$ cat config.mk
export PLATFORM = sky130hd
export DESIGN_NAME = adc_seq_ctrl
export DESIGN_NICKNAME = d
export VERILOG_FILES = /design/src/rtl/adc_seq_pkg.sv /design/src/rtl/adc_seq_timer.sv /design/src/rtl/adc_seq_arb.sv /design/src/rtl/adc_seq_slot.sv /design/src/rtl/adc_seq_ctrl.sv
export SDC_FILE = /design/constraint.sdc
export NUM_CORES = 1
export LEC_CHECK = 0
export BUFFER_PORTS_ARGS = -buffer_cell sky130_fd_sc_hd__buf_2
export CAP_MARGIN = 20
export CORE_MARGIN = 2
export CORE_UTILIZATION = 50
export DETAILED_ROUTE_END_ITERATION = 12
export PLACE_DENSITY_LB_ADDON = 0.1
export SYNTH_ARGS = -nofsm -noshare
export SYNTH_HDL_FRONTEND = slang
export SYNTH_SLANG_ARGS = --single-unit
$ cat constraint.sdc
create_clock -name clk_i -period 7.4 [get_ports clk_i]
set_clock_uncertainty 0.15 [all_clocks]
set_input_delay 0.37 -clock clk_i [delete_from_list [all_inputs] [get_ports clk_i]]
set_output_delay 0.37 -clock clk_i [all_outputs]
set_load 0.005 [all_outputs]
$ cat src/rtl/adc_seq_pkg.sv
package adc_seq_pkg;
  typedef enum logic [1:0] {PH_IDLE, PH_SETTLE, PH_SAMPLE, PH_CONV} phase_e;

  localparam int CH_W      = 5;
  localparam int NUM_LOW   = 8;
  localparam int HIGH_CH0  = 13;
  localparam int VLD_BIT   = 7;
  localparam int IE_BIT    = 5;
  localparam int HEN_BIT   = 0;
  localparam int RUN_BIT   = 0;
  localparam int HOLD_BIT  = 1;

  localparam int A_CFG     = 0;
  localparam int A_DIV     = 1;
  localparam int A_LCTL    = 2;
  localparam int A_LDL     = 3;
  localparam int A_LDH     = 4;
  localparam int A_HSTS    = 5;
  localparam int A_HBASE   = 8;
  localparam int A_HSTRIDE = 4;
endpackage

$ cat src/rtl/adc_seq_timer.sv
module adc_seq_timer
  import adc_seq_pkg::*;
#(
  parameter int CNT_W = 12
) (
  input  logic             clk_i,
  input  logic             rst_ni,
  input  logic             tick_i,
  input  logic             start_i,
  input  logic             abort_i,
  input  logic [CNT_W-1:0] settle_len_i,
  input  logic [CNT_W-1:0] sample_len_i,
  input  logic [CNT_W-1:0] conv_len_i,
  output logic             busy_o,
  output logic             done_o
);
  phase_e           ph_q;
  logic [CNT_W-1:0] cnt_q, len;
  logic             last;

  always_comb begin
    case (ph_q)
      PH_SETTLE: len = settle_len_i;
      PH_SAMPLE: len = sample_len_i;
      default:   len = conv_len_i;
    endcase
  end

  assign last = tick_i && (cnt_q == len - CNT_W'(1));

  always_ff @(posedge clk_i or negedge rst_ni) begin
    if (!rst_ni) begin
      ph_q  <= PH_IDLE;
      cnt_q <= '0;
    end else if (abort_i) begin
      ph_q  <= PH_IDLE;
      cnt_q <= '0;
    end else begin
      case (ph_q)
        PH_IDLE: begin
          cnt_q <= '0;
          if (start_i) ph_q <= PH_SETTLE;
        end
        default: begin
          if (last) begin
            cnt_q <= '0;
            case (ph_q)
              PH_SETTLE: ph_q <= PH_SAMPLE;
              PH_SAMPLE: ph_q <= PH_CONV;
              default:   ph_q <= PH_IDLE;
            endcase
          end else if (tick_i) begin
            cnt_q <= cnt_q + CNT_W'(1);
          end
        end
      endcase
    end
  end

  assign busy_o = (ph_q != PH_IDLE);
  assign done_o = (ph_q == PH_CONV) && last && !abort_i;
endmodule

$ cat src/rtl/adc_seq_arb.sv
module adc_seq_arb #(
  parameter int NS = 5,
  parameter int SW = 3
) (
  input  logic          clk_i,
  input  logic          rst_ni,
  input  logic [NS-1:0] req_i,
  input  logic          go_i,
  output logic          start_o,
  output logic [SW-1:0] pick_o,
  output logic [SW-1:0] cur_o
);
  logic [SW-1:0] cur_q;
  logic          found;
  int            idx;

  // next requester after the last served slot, wrapping
  always_comb begin
    pick_o = '0;
    found  = 1'b0;
    idx    = 0;
    for (int off = 1; off <= NS; off++) begin
      idx = (int'(cur_q) + off) % NS;
      if (!found && req_i[idx]) begin
        pick_o = SW'(idx);
        found  = 1'b1;
      end
    end
  end

  assign start_o = go_i && (|req_i);

  always_ff @(posedge clk_i or negedge rst_ni) begin
    if (!rst_ni)      cur_q <= SW'(NS - 1);
    else if (start_o) cur_q <= pick_o;
  end

  assign cur_o = cur_q;
endmodule

$ cat src/rtl/adc_seq_slot.sv
module adc_seq_slot #(
  parameter int RES_W = 10
) (
  input  logic             clk_i,
  input  logic             rst_ni,
  input  logic             load_i,
  input  logic [RES_W-1:0] data_i,
  input  logic             hold_i,
  input  logic             clr_i,
  input  logic             ie_we_i,
  input  logic             ie_d_i,
  output logic             vld_o,
  output logic             ie_o,
  output logic [RES_W-1:0] data_o
);
  logic             vld_q, ie_q, frozen;
  logic [RES_W-1:0] dat_q;

  assign frozen = hold_i && vld_q && !clr_i;

  always_ff @(posedge clk_i or negedge rst_ni) begin
    if (!rst_ni) begin
      vld_q <= 1'b0;
      ie_q  <= 1'b0;
      dat_q <= '0;
    end else begin
      // completion wins over a simultaneous clear
      if (load_i)      vld_q <= 1'b1;
      else if (clr_i)  vld_q <= 1'b0;
      if (ie_we_i)     ie_q  <= ie_d_i;
      if (load_i && !frozen) dat_q <= data_i;
    end
  end

  assign vld_o  = vld_q;
  assign ie_o   = ie_q;
  assign data_o = dat_q;
endmodule

$ cat src/rtl/adc_seq_ctrl.sv
module adc_seq_ctrl
  import adc_seq_pkg::*;
#(
  parameter int NUM_HIGH        = 4,
  parameter int RES_W           = 10,
  parameter int ADDR_W          = 5,
  parameter int DIV_W           = 6,
  parameter int SETTLE_TICKS    = 2028,
  parameter int SAMPLE_TICKS    = 600,
  parameter int CONV_UNIT_TICKS = 308
) (
  input  logic              clk_i,
  input  logic              rst_ni,
  input  logic              tick_i,
  input  logic [ADDR_W-1:0] addr_i,
  input  logic              wr_en_i,
  input  logic [7:0]        wdata_i,
  output logic [7:0]        rdata_o,
  output logic [CH_W-1:0]   conv_ch_o,
  input  logic [RES_W-1:0]  conv_data_i,
  output logic              irq_o
);
  localparam int NS       = NUM_HIGH + 1;
  localparam int SW       = $clog2(NS);
  localparam int PRE_MAX  = (SETTLE_TICKS > SAMPLE_TICKS) ? SETTLE_TICKS : SAMPLE_TICKS;
  localparam int CONV_MAX = CONV_UNIT_TICKS * (1 << DIV_W);
  localparam int MAX_LEN  = (PRE_MAX > CONV_MAX) ? PRE_MAX : CONV_MAX;
  localparam int CNT_W    = $clog2(MAX_LEN + 1);

  logic                      run_q, hold_q;
  logic [DIV_W-1:0]          div_q, div_eff;
  logic [CH_W-1:0]           low_sel_q, conv_ch_q;
  logic [NUM_HIGH-1:0]       hen_q;
  logic [NS-1:0]             req, vld, ie, load, clr, ie_we, ie_d;
  logic [NS-1:0][RES_W-1:0]  dat;
  logic                      busy, done, start, abort;
  logic [SW-1:0]             pick, cur;
  logic [CNT_W-1:0]          conv_len;
  logic                      wr_cfg, wr_div, wr_lctl;

  assign wr_cfg  = wr_en_i && (addr_i == ADDR_W'(A_CFG));
  assign wr_div  = wr_en_i && (addr_i == ADDR_W'(A_DIV));
  assign wr_lctl = wr_en_i && (addr_i == ADDR_W'(A_LCTL));

  always_ff @(posedge clk_i or negedge rst_ni) begin
    if (!rst_ni) begin
      run_q     <= 1'b0;
      hold_q    <= 1'b0;
      div_q     <= DIV_W'(1);
      low_sel_q <= '1;
    end else begin
      if (wr_cfg) begin
        run_q  <= wdata_i[RUN_BIT];
        hold_q <= wdata_i[HOLD_BIT];
      end
      if (wr_div)  div_q     <= wdata_i[DIV_W-1:0];
      if (wr_lctl) low_sel_q <= wdata_i[CH_W-1:0];
    end
  end

  assign req[0]   = (low_sel_q < CH_W'(NUM_LOW));
  assign clr[0]   = wr_lctl && wdata_i[VLD_BIT];
  assign ie_we[0] = wr_lctl;
  assign ie_d[0]  = wdata_i[IE_BIT];

  for (genvar k = 0; k < NUM_HIGH; k++) begin : g_high
    localparam int HA = A_HBASE + A_HSTRIDE * k;
    logic wr_h;
    assign wr_h = wr_en_i && (addr_i == ADDR_W'(HA));
    always_ff @(posedge clk_i or negedge rst_ni) begin
      if (!rst_ni)   hen_q[k] <= 1'b0;
      else if (wr_h) hen_q[k] <= wdata_i[HEN_BIT];
    end
    assign req[k+1]   = hen_q[k];
    assign clr[k+1]   = wr_h && wdata_i[VLD_BIT];
    assign ie_we[k+1] = wr_h;
    assign ie_d[k+1]  = wdata_i[IE_BIT];
  end

  for (genvar i = 0; i < NS; i++) begin : g_slot
    adc_seq_slot #(.RES_W(RES_W)) u_slot (
      .clk_i   (clk_i),
      .rst_ni  (rst_ni),
      .load_i  (load[i]),
      .data_i  (conv_data_i),
      .hold_i  (hold_q),
      .clr_i   (clr[i]),
      .ie_we_i (ie_we[i]),
      .ie_d_i  (ie_d[i]),
      .vld_o   (vld[i]),
      .ie_o    (ie[i]),
      .data_o  (dat[i])
    );
  end

  adc_seq_arb #(.NS(NS), .SW(SW)) u_arb (
    .clk_i   (clk_i),
    .rst_ni  (rst_ni),
    .req_i   (req),
    .go_i    (run_q && !busy),
    .start_o (start),
    .pick_o  (pick),
    .cur_o   (cur)
  );

  assign div_eff  = (div_q == '0) ? DIV_W'(1) : div_q;
  assign conv_len = CNT_W'(CONV_UNIT_TICKS * (int'(div_eff) + 1));
  assign abort    = busy && (!run_q || !req[cur]);

  adc_seq_timer #(.CNT_W(CNT_W)) u_tmr (
    .clk_i        (clk_i),
    .rst_ni       (rst_ni),
    .tick_i       (tick_i),
    .start_i      (start),
    .abort_i      (abort),
    .settle_len_i (CNT_W'(SETTLE_TICKS)),
    .sample_len_i (CNT_W'(SAMPLE_TICKS)),
    .conv_len_i   (conv_len),
    .busy_o       (busy),
    .done_o       (done)
  );

  assign load = done ? (NS'(1) << cur) : '0;

  always_ff @(posedge clk_i or negedge rst_ni) begin
    if (!rst_ni) conv_ch_q <= '0;
    else if (start) conv_ch_q <= (pick == '0) ? low_sel_q : CH_W'(HIGH_CH0 + int'(pick) - 1);
  end

  assign conv_ch_o = conv_ch_q;
  assign irq_o     = |(vld & ie);

  always_comb begin
    rdata_o = '0;
    case (addr_i)
      ADDR_W'(A_CFG):  rdata_o = {6'b0, hold_q, run_q};
      ADDR_W'(A_DIV):  rdata_o = 8'(div_q);
      ADDR_W'(A_LCTL): rdata_o = {vld[0], 1'b0, ie[0], low_sel_q};
      ADDR_W'(A_LDL):  rdata_o = dat[0][7:0];
      ADDR_W'(A_LDH):  rdata_o = 8'(dat[0] >> 8);
      ADDR_W'(A_HSTS): rdata_o = 8'(vld[NS-1:1]);
      default: begin
        for (int k = 0; k < NUM_HIGH; k++) begin
          if (addr_i == ADDR_W'(A_HBASE + A_HSTRIDE * k))
            rdata_o = {vld[k+1], 1'b0, ie[k+1], 4'b0, hen_q[k]};
          if (addr_i == ADDR_W'(A_HBASE + A_HSTRIDE * k + 1))
            rdata_o = dat[k+1][7:0];
          if (addr_i == ADDR_W'(A_HBASE + A_HSTRIDE * k + 2))
            rdata_o = 8'(dat[k+1] >> 8);
        end
      end
    endcase
  end
endmodule

==> impl_metrics.yaml, run 1 <==
setup_path:
  critPathKind: "flip-flop to flip-flop"
  cp-end-kind: "flip-flop"
  crit_chain: "and4_1 > xor2_1 > ha_1 > ha_1 > inv_1 > fa_1 > inv_1 > fa_1 > ha_1 > a31oi_1 > xnor2_1 > nor2_2 > and3_1 > o2111ai_2 > nand3b_1 > nand2_1 > or4_1 > nor3_4 > mux2_2"
  crit_arrival_ps: 6920
  start_kind: "flip-flop"
  slowest_delay_ps: 800
  cp.required_ps: 7490
  rrSetupSlack_ps: 570
  path_buf_inv: 2
  worst-path-max-fanout: 10
  worst_path_most_repeated_cell: "ha_1"
  cpLargestDelayFamily: "simple AND/OR/NAND/NOR gates"
  cp_slowest_cell: "or4_1"
global_route:
  antenna_found_initial: 0
  grt_usage_pct: 26.02
  grt_max_degree: 57
  grt_pass1_wl_mm: 37.76
  first_global_vias: 7018
  grt_overflow: 0
route:
  totalWireLength_mm: 23.27
  vias: 7401
  wl_per_cell_um: 19.59
  routed_via_density: 6.230
  drtIter0Drc: 549
  drtPass1Iterations: 7
  route.antenna.remaining_nets: 0
  drc: 0
pwr:
  p_leak_nw: 4.155
  power_switching_mw: 1.832
  powerDensity_nw_per_um2: 393.7
  power_frac_comb_pct: 67.5
  sw_frac_of_total_pct: 50.05
  ir_drop_mv: 0.2838
  p_int_mw: 1.829
  p_clk_share_pct: 13.2
  seq_power_share_pct: 19.3
sta:
  finalCritPeriodShare_pct: 92.25
  fin_crit_ps: 6826
  worstMarginPinSlew_ps: 980.9
  setup_violations: 0
  grt_setup_unrepaired: "false"
  slew_viol_final: 0
  fmax_mhz: 146.5
  slew_headroom_pct: 34.47
  worst_slack_ps: 573.5
  hold_viol: 0
  fin_tns_setup_ps: 0
die:
  start_util_pct: 51.51
  die_x_um: 135.2
  rows: 47
  die-area_um2: 18270
  ios: 41
  die_y_um: 135.2
  core_um2: 16700
logic_synthesis:
  syn-num-nets: 1042
  seq_area_frac_synth_pct: 29.77
  synth_warnings: 0
  synth_compound_area_share_pct: 19.14
  async_reset_ff_share_pct: 100.0
  synth-seq-cells: 102
  synthMuxAreaShare_pct: 12.78
  synthDistinctLibCells: 85
  syn_inst: 944
  ys.flop_type: "dfrtp_1"
  syn_area_per_cell_um2: 9.114
  synthAdderAreaFrac_pct: 10.85
  synthesis.area_um2: 8603
  synthXorXnorAreaFrac_pct: 4.479
  synthSimpleGateAreaFrac_pct: 18.25
  synth_top_family_by_area: "compound AO/OA/AOI/OAI gates"
  synth_edf_count: 0
clock_tree:
  cts_inserted_buffers: 9
  cts_root_buf: "clkbuf_16"
  cts_hold_buf: 1
  worstSkewPairLatency_ps: 360
  cts_tree: "built"
  cts-resized-gates: 0
  clkSinkCount: 102
  cts_max_path_buffers: 2
  postCtsSetupBuffers: 0
  clk_pin_slew_ps: 70
  h-tree-depth: 3
place:
  dp_hpwl_mm: 16.70
  globalplace.congestion: 0.9313
  numPortBuffers: 39
  pre_cts_ws_ps: 560.3
layout:
  area_delta_synth_final_pct: 8.086
  fin_nets: 1061
  final_common_cell: "dfrtp_1"
  final_cell_mix: "dfrtp_1 (95), mux2_2 (79), ha_1 (65)"
  drive_gt1_share_pct: 19.32
  diodes: 0
  nFillCells: 1566
worst_hold_path:
  hp-class: "input port to flip-flop"
job:
  maxCapViolCount: 0
outcome:
  status: "completed"
## through the flow
step	hold WS (ps)	power [mW]	instance area [um^2]	utilization, %	instances
finish	122.2	3.661	9299	55.68	1188
global route	127.3	3.999	9299	55.68	1188
CTS	121.3	3.646	9294	55.65	1187
detailed placement	265.1	3.149	8987	53.81	1170
global placement	258.9	3.132	8987	53.81	1170
floorplan	-75.59	2.612	8603	-	944
## state kept, by name, indices dropped and copies added (netlist names), 3 cells and up
name	flops
u_tmr.cnt_q	15
div_q	6
g_slot.u_slot.vld_o	5
g_slot.u_slot.data_o	50
u_arb.cur_o	3
hen_q	4
conv_ch_o	5
g_slot.u_slot.ie_o	5
low_sel_q	5
## power groups by stage
stage / combinational (mW) / sequential (mW) / clock [mW]
after detailed placement: 2.44 / 0.714 / 0
final: 2.47 / 0.705 / 0.483
after CTS: 2.45 / 0.704 / 0.495
after floorplan: 1.95 / 0.663 / 0
after global routing: 2.77 / 0.713 / 0.516
after global placement: 2.42 / 0.712 / 0
## final timing paths
kind                                               to                        from  cells after the start
hold reg to reg            g_slot[2].u_slot.data_o[8]  g_slot[2].u_slot.data_o[8]                      1
min in group asynchronous              u_tmr.cnt_q[7]                      rst_ni                      2
hold / removal                               div_q[2]                  wdata_i[2]                      2
setup reg to reg           g_slot[4].u_slot.data_o[0]                    div_q[0]                     19
max in group asynchronous              u_tmr.cnt_q[4]                      rst_ni                      3
setup / recovery           g_slot[4].u_slot.data_o[0]                    div_q[0]                     19
## cell usage after synthesis, types with 17 or more instances
library cell	instances	area [um^2]
nand3_1	30	150.1
ha_1	65	813.3
clkbuf_1	29	108.9
a21oi_1	35	175.2
o21ai_0	48	240.2
a31oi_1	17	106.4
dfrtp_1	95	2377
mux2i_1	21	210.2
xnor2_1	29	254.0
mux2_2	79	889.6
inv_1	52	195.2
nor3_1	32	160.2
nor2_1	54	202.7
nand2_1	54	202.7
## cells by family after synthesis
kind of cell               after synthesis
muxes                                  100
and+or+nand+nor                        289
adders and majority gates               71
buffers and inverters                  102
DFF                                    102
xor gates and xnor gates                44
AOI/OAI and AO/OA                      236
## area by class of cell
class | count | area, um^2 | share of cell area (%)
clock inverter | 7 | 71.32 | 0.7670
timing repair buffer | 55 | 317.8 | 3.418
multi-input combinational | 740 | 5642 | 60.67
sequential | 102 | 2561 | 27.54
tap | 220 | 275.3 | 2.960
inverter | 55 | 206.4 | 2.220
clock buffer | 9 | 225.2 | 2.422
## metal layers
metal  vias up  share of wire (%)  track usage (%)
met5         -                  0                0
met4         0                1.6            5.845
met3        26                4.6            3.704
met2       204                 46            41.82
met1      3612                 47            37.40
li1       3559                  -                -
(Power assumes the default switching activity.)
==> run 2, diff against run 1 <==
--- a/config.mk
+++ b/config.mk
@@ -7,9 +7,11 @@
 export LEC_CHECK = 0
 export BUFFER_PORTS_ARGS = -buffer_cell sky130_fd_sc_hd__buf_2
 export CAP_MARGIN = 20
+export CORE_ASPECT_RATIO = 1.5
 export CORE_MARGIN = 2
 export CORE_UTILIZATION = 50
 export DETAILED_ROUTE_END_ITERATION = 12
+export GPL_ROUTABILITY_DRIVEN = 0
 export PLACE_DENSITY_LB_ADDON = 0.1
 export SYNTH_ARGS = -nofsm -noshare
 export SYNTH_HDL_FRONTEND = slang
==> impl_metrics.yaml, run 2 (synthesized netlist as in run 1, its figures left out) <==
global_route:
  first_global_vias: 7420
  antenna_found_initial: 1
  grt_usage_pct: 25.98
  grt_overflow: 0
  grt_max_degree: 53
  grt_pass1_wl_mm: 38.38
die:
  start_util_pct: 51.10
  rows: 58
  die-area_um2: 18290
  die_y_um: 164.7
  die_x_um: 111.1
  core_um2: 16840
  ios: 41
clock_tree:
  cts_inserted_buffers: 9
  clkSinkCount: 102
  clk_pin_slew_ps: 70
  cts_root_buf: "clkbuf_16"
  cts_tree: "built"
  worstSkewPairLatency_ps: 350
  h-tree-depth: 3
  cts_max_path_buffers: 2
route:
  vias: 7349
  drtIter0Drc: 504
  wl_per_cell_um: 19.79
  routed_via_density: 6.228
  totalWireLength_mm: 23.36
  drtPass1Iterations: 5
  drc: 0
  route.antenna.remaining_nets: 0
sta:
  setup_violations: 0
  fin_tns_setup_ps: 0
  worst_slack_ps: 792.5
  slew_headroom_pct: 31.01
  fin_crit_ps: 6608
  fmax_mhz: 151.3
  whs_ps: 128.2
  grt_setup_unrepaired: "false"
  hold_viol: 0
  finalCritPeriodShare_pct: 89.29
  worstMarginPinSlew_ps: 1027
  slew_viol_final: 0
layout:
  largest_register_ffs: 50
  final_util_pct: 55.22
  drive_gt1_share_pct: 19.30
  nFillCells: 1588
  final_common_cell: "dfrtp_1"
  fin_nets: 1062
  final_cell_mix: "dfrtp_1 (95), mux2_2 (79), ha_1 (65)"
  area_delta_synth_final_pct: 8.072
  finalNonFillerCells: 1180
pwr:
  p_int_mw: 1.837
  power_switching_mw: 1.825
  ir_drop_mv: 0.4887
  power_frac_comb_pct: 67.9
  p_clk_share_pct: 12.9
  sw_frac_of_total_pct: 49.84
  powerDensity_nw_per_um2: 393.9
  seq_power_share_pct: 19.3
  p_leak_nw: 4.154
place:
  numPortBuffers: 39
  dp_cells: 1162
  pre_cts_ws_ps: 775.0
  dp_hpwl_mm: 17.31
setup_path:
  worst-path-max-fanout: 10
  crit_arrival_ps: 6690
  start_kind: "flip-flop"
  critPathKind: "flip-flop to flip-flop"
  cp.required_ps: 7480
  cp-end-kind: "flip-flop"
job:
  maxCapViolCount: 0
worst_hold_path:
  hp-class: "input port to flip-flop"
outcome:
  status: "completed"
## run 2: cell types whose count changed in the layout (fill, tap and decap cells not counted)
cell	delta
clkinvlp_4	+1
clkinv_8	+1
clkbuf_8	+1
inv_8	-3
clkbuf_1	+1
buf_4	+2
inv_6	-2
clkinv_4	+1
buf_2	-1
diode_2	+1
## run 2: final timing paths
path	start	endpoint	slack, ps	cells after the start
max	div_q[0]	g_slot[0].u_slot.data_o[7]	790	20
min	wdata_i[4]	div_q[4]	130	2
max reg2reg	div_q[0]	g_slot[0].u_slot.data_o[7]	790	20
min reg2reg	g_slot[4].u_slot.data_o[0]	g_slot[4].u_slot.data_o[0]	360	1
max in group asynchronous	rst_ni	g_slot[2].u_slot.data_o[2]	5520	3
min in group asynchronous	rst_ni	u_tmr.cnt_q[0]	440	2
## run 2: what timing repair did
action                    in CTS  in global routing
setup buffers                  0                  0
gates resized for setup        0                  0
hold buffers                   1                  0
hold endpoints to repair      50                  0
## run 2: per-stage QoR
step	total power [mW]	area, um^2
global placement	3.146	8990
global route	3.987	9295
finish	3.662	9298
floorplan	2.612	8603
CTS	3.655	9295
detailed placement	3.173	8990
## run 2: power groups by stage
stage | registers, mW | logic, mW | clock network, mW
3_3_place_gp | 0.714 | 2.43 | 0
4_1_cts | 0.704 | 2.48 | 0.477
6_report | 0.705 | 2.49 | 0.471
2_1_floorplan | 0.663 | 1.95 | 0
5_1_grt | 0.715 | 2.77 | 0.499
3_5_place_dp | 0.714 | 2.46 | 0
## run 2: area by class of cell
class | instances | area [um^2] | share of cell area, %
clock inverter | 5 | 52.55 | 0.5652
antenna | 1 | 2.502 | 0.02691
sequential | 102 | 2561 | 27.55
timing repair buffer | 56 | 327.8 | 3.526
inverter | 55 | 206.4 | 2.220
tap | 210 | 262.8 | 2.826
multi-input combinational | 740 | 5642 | 60.68
clock buffer | 11 | 242.7 | 2.611
## run 2: per-layer routing
| metal | track usage, % | part of all wire [%] | vias to the layer above |
|---|---|---|---|
| met2 | 47.07 | 51 | 191 |
| met3 | 3.376 | 3.9 | 53 |
| met5 | 0 | 0 | - |
| met4 | 11.05 | 3.4 | 0 |
| li1 | - | - | 3563 |
| met1 | 31.10 | 41 | 3542 |
## run 2: critical path: stages, from the launching register on
cell and delay [ps]:
dfstp_2 620, and4_1 270, nand3_1 160, inv_1 150, ha_1 240, ha_1 270
inv_1 50, fa_1 530, inv_1 50, fa_1 450, ha_1 360, a31oi_1 300
xnor2_1 120, nor2_2 160, and3_1 240, o2111ai_2 230, nand3b_1 160, nand2_1 70
or4_1 800, nor3_4 700, mux2_2 410
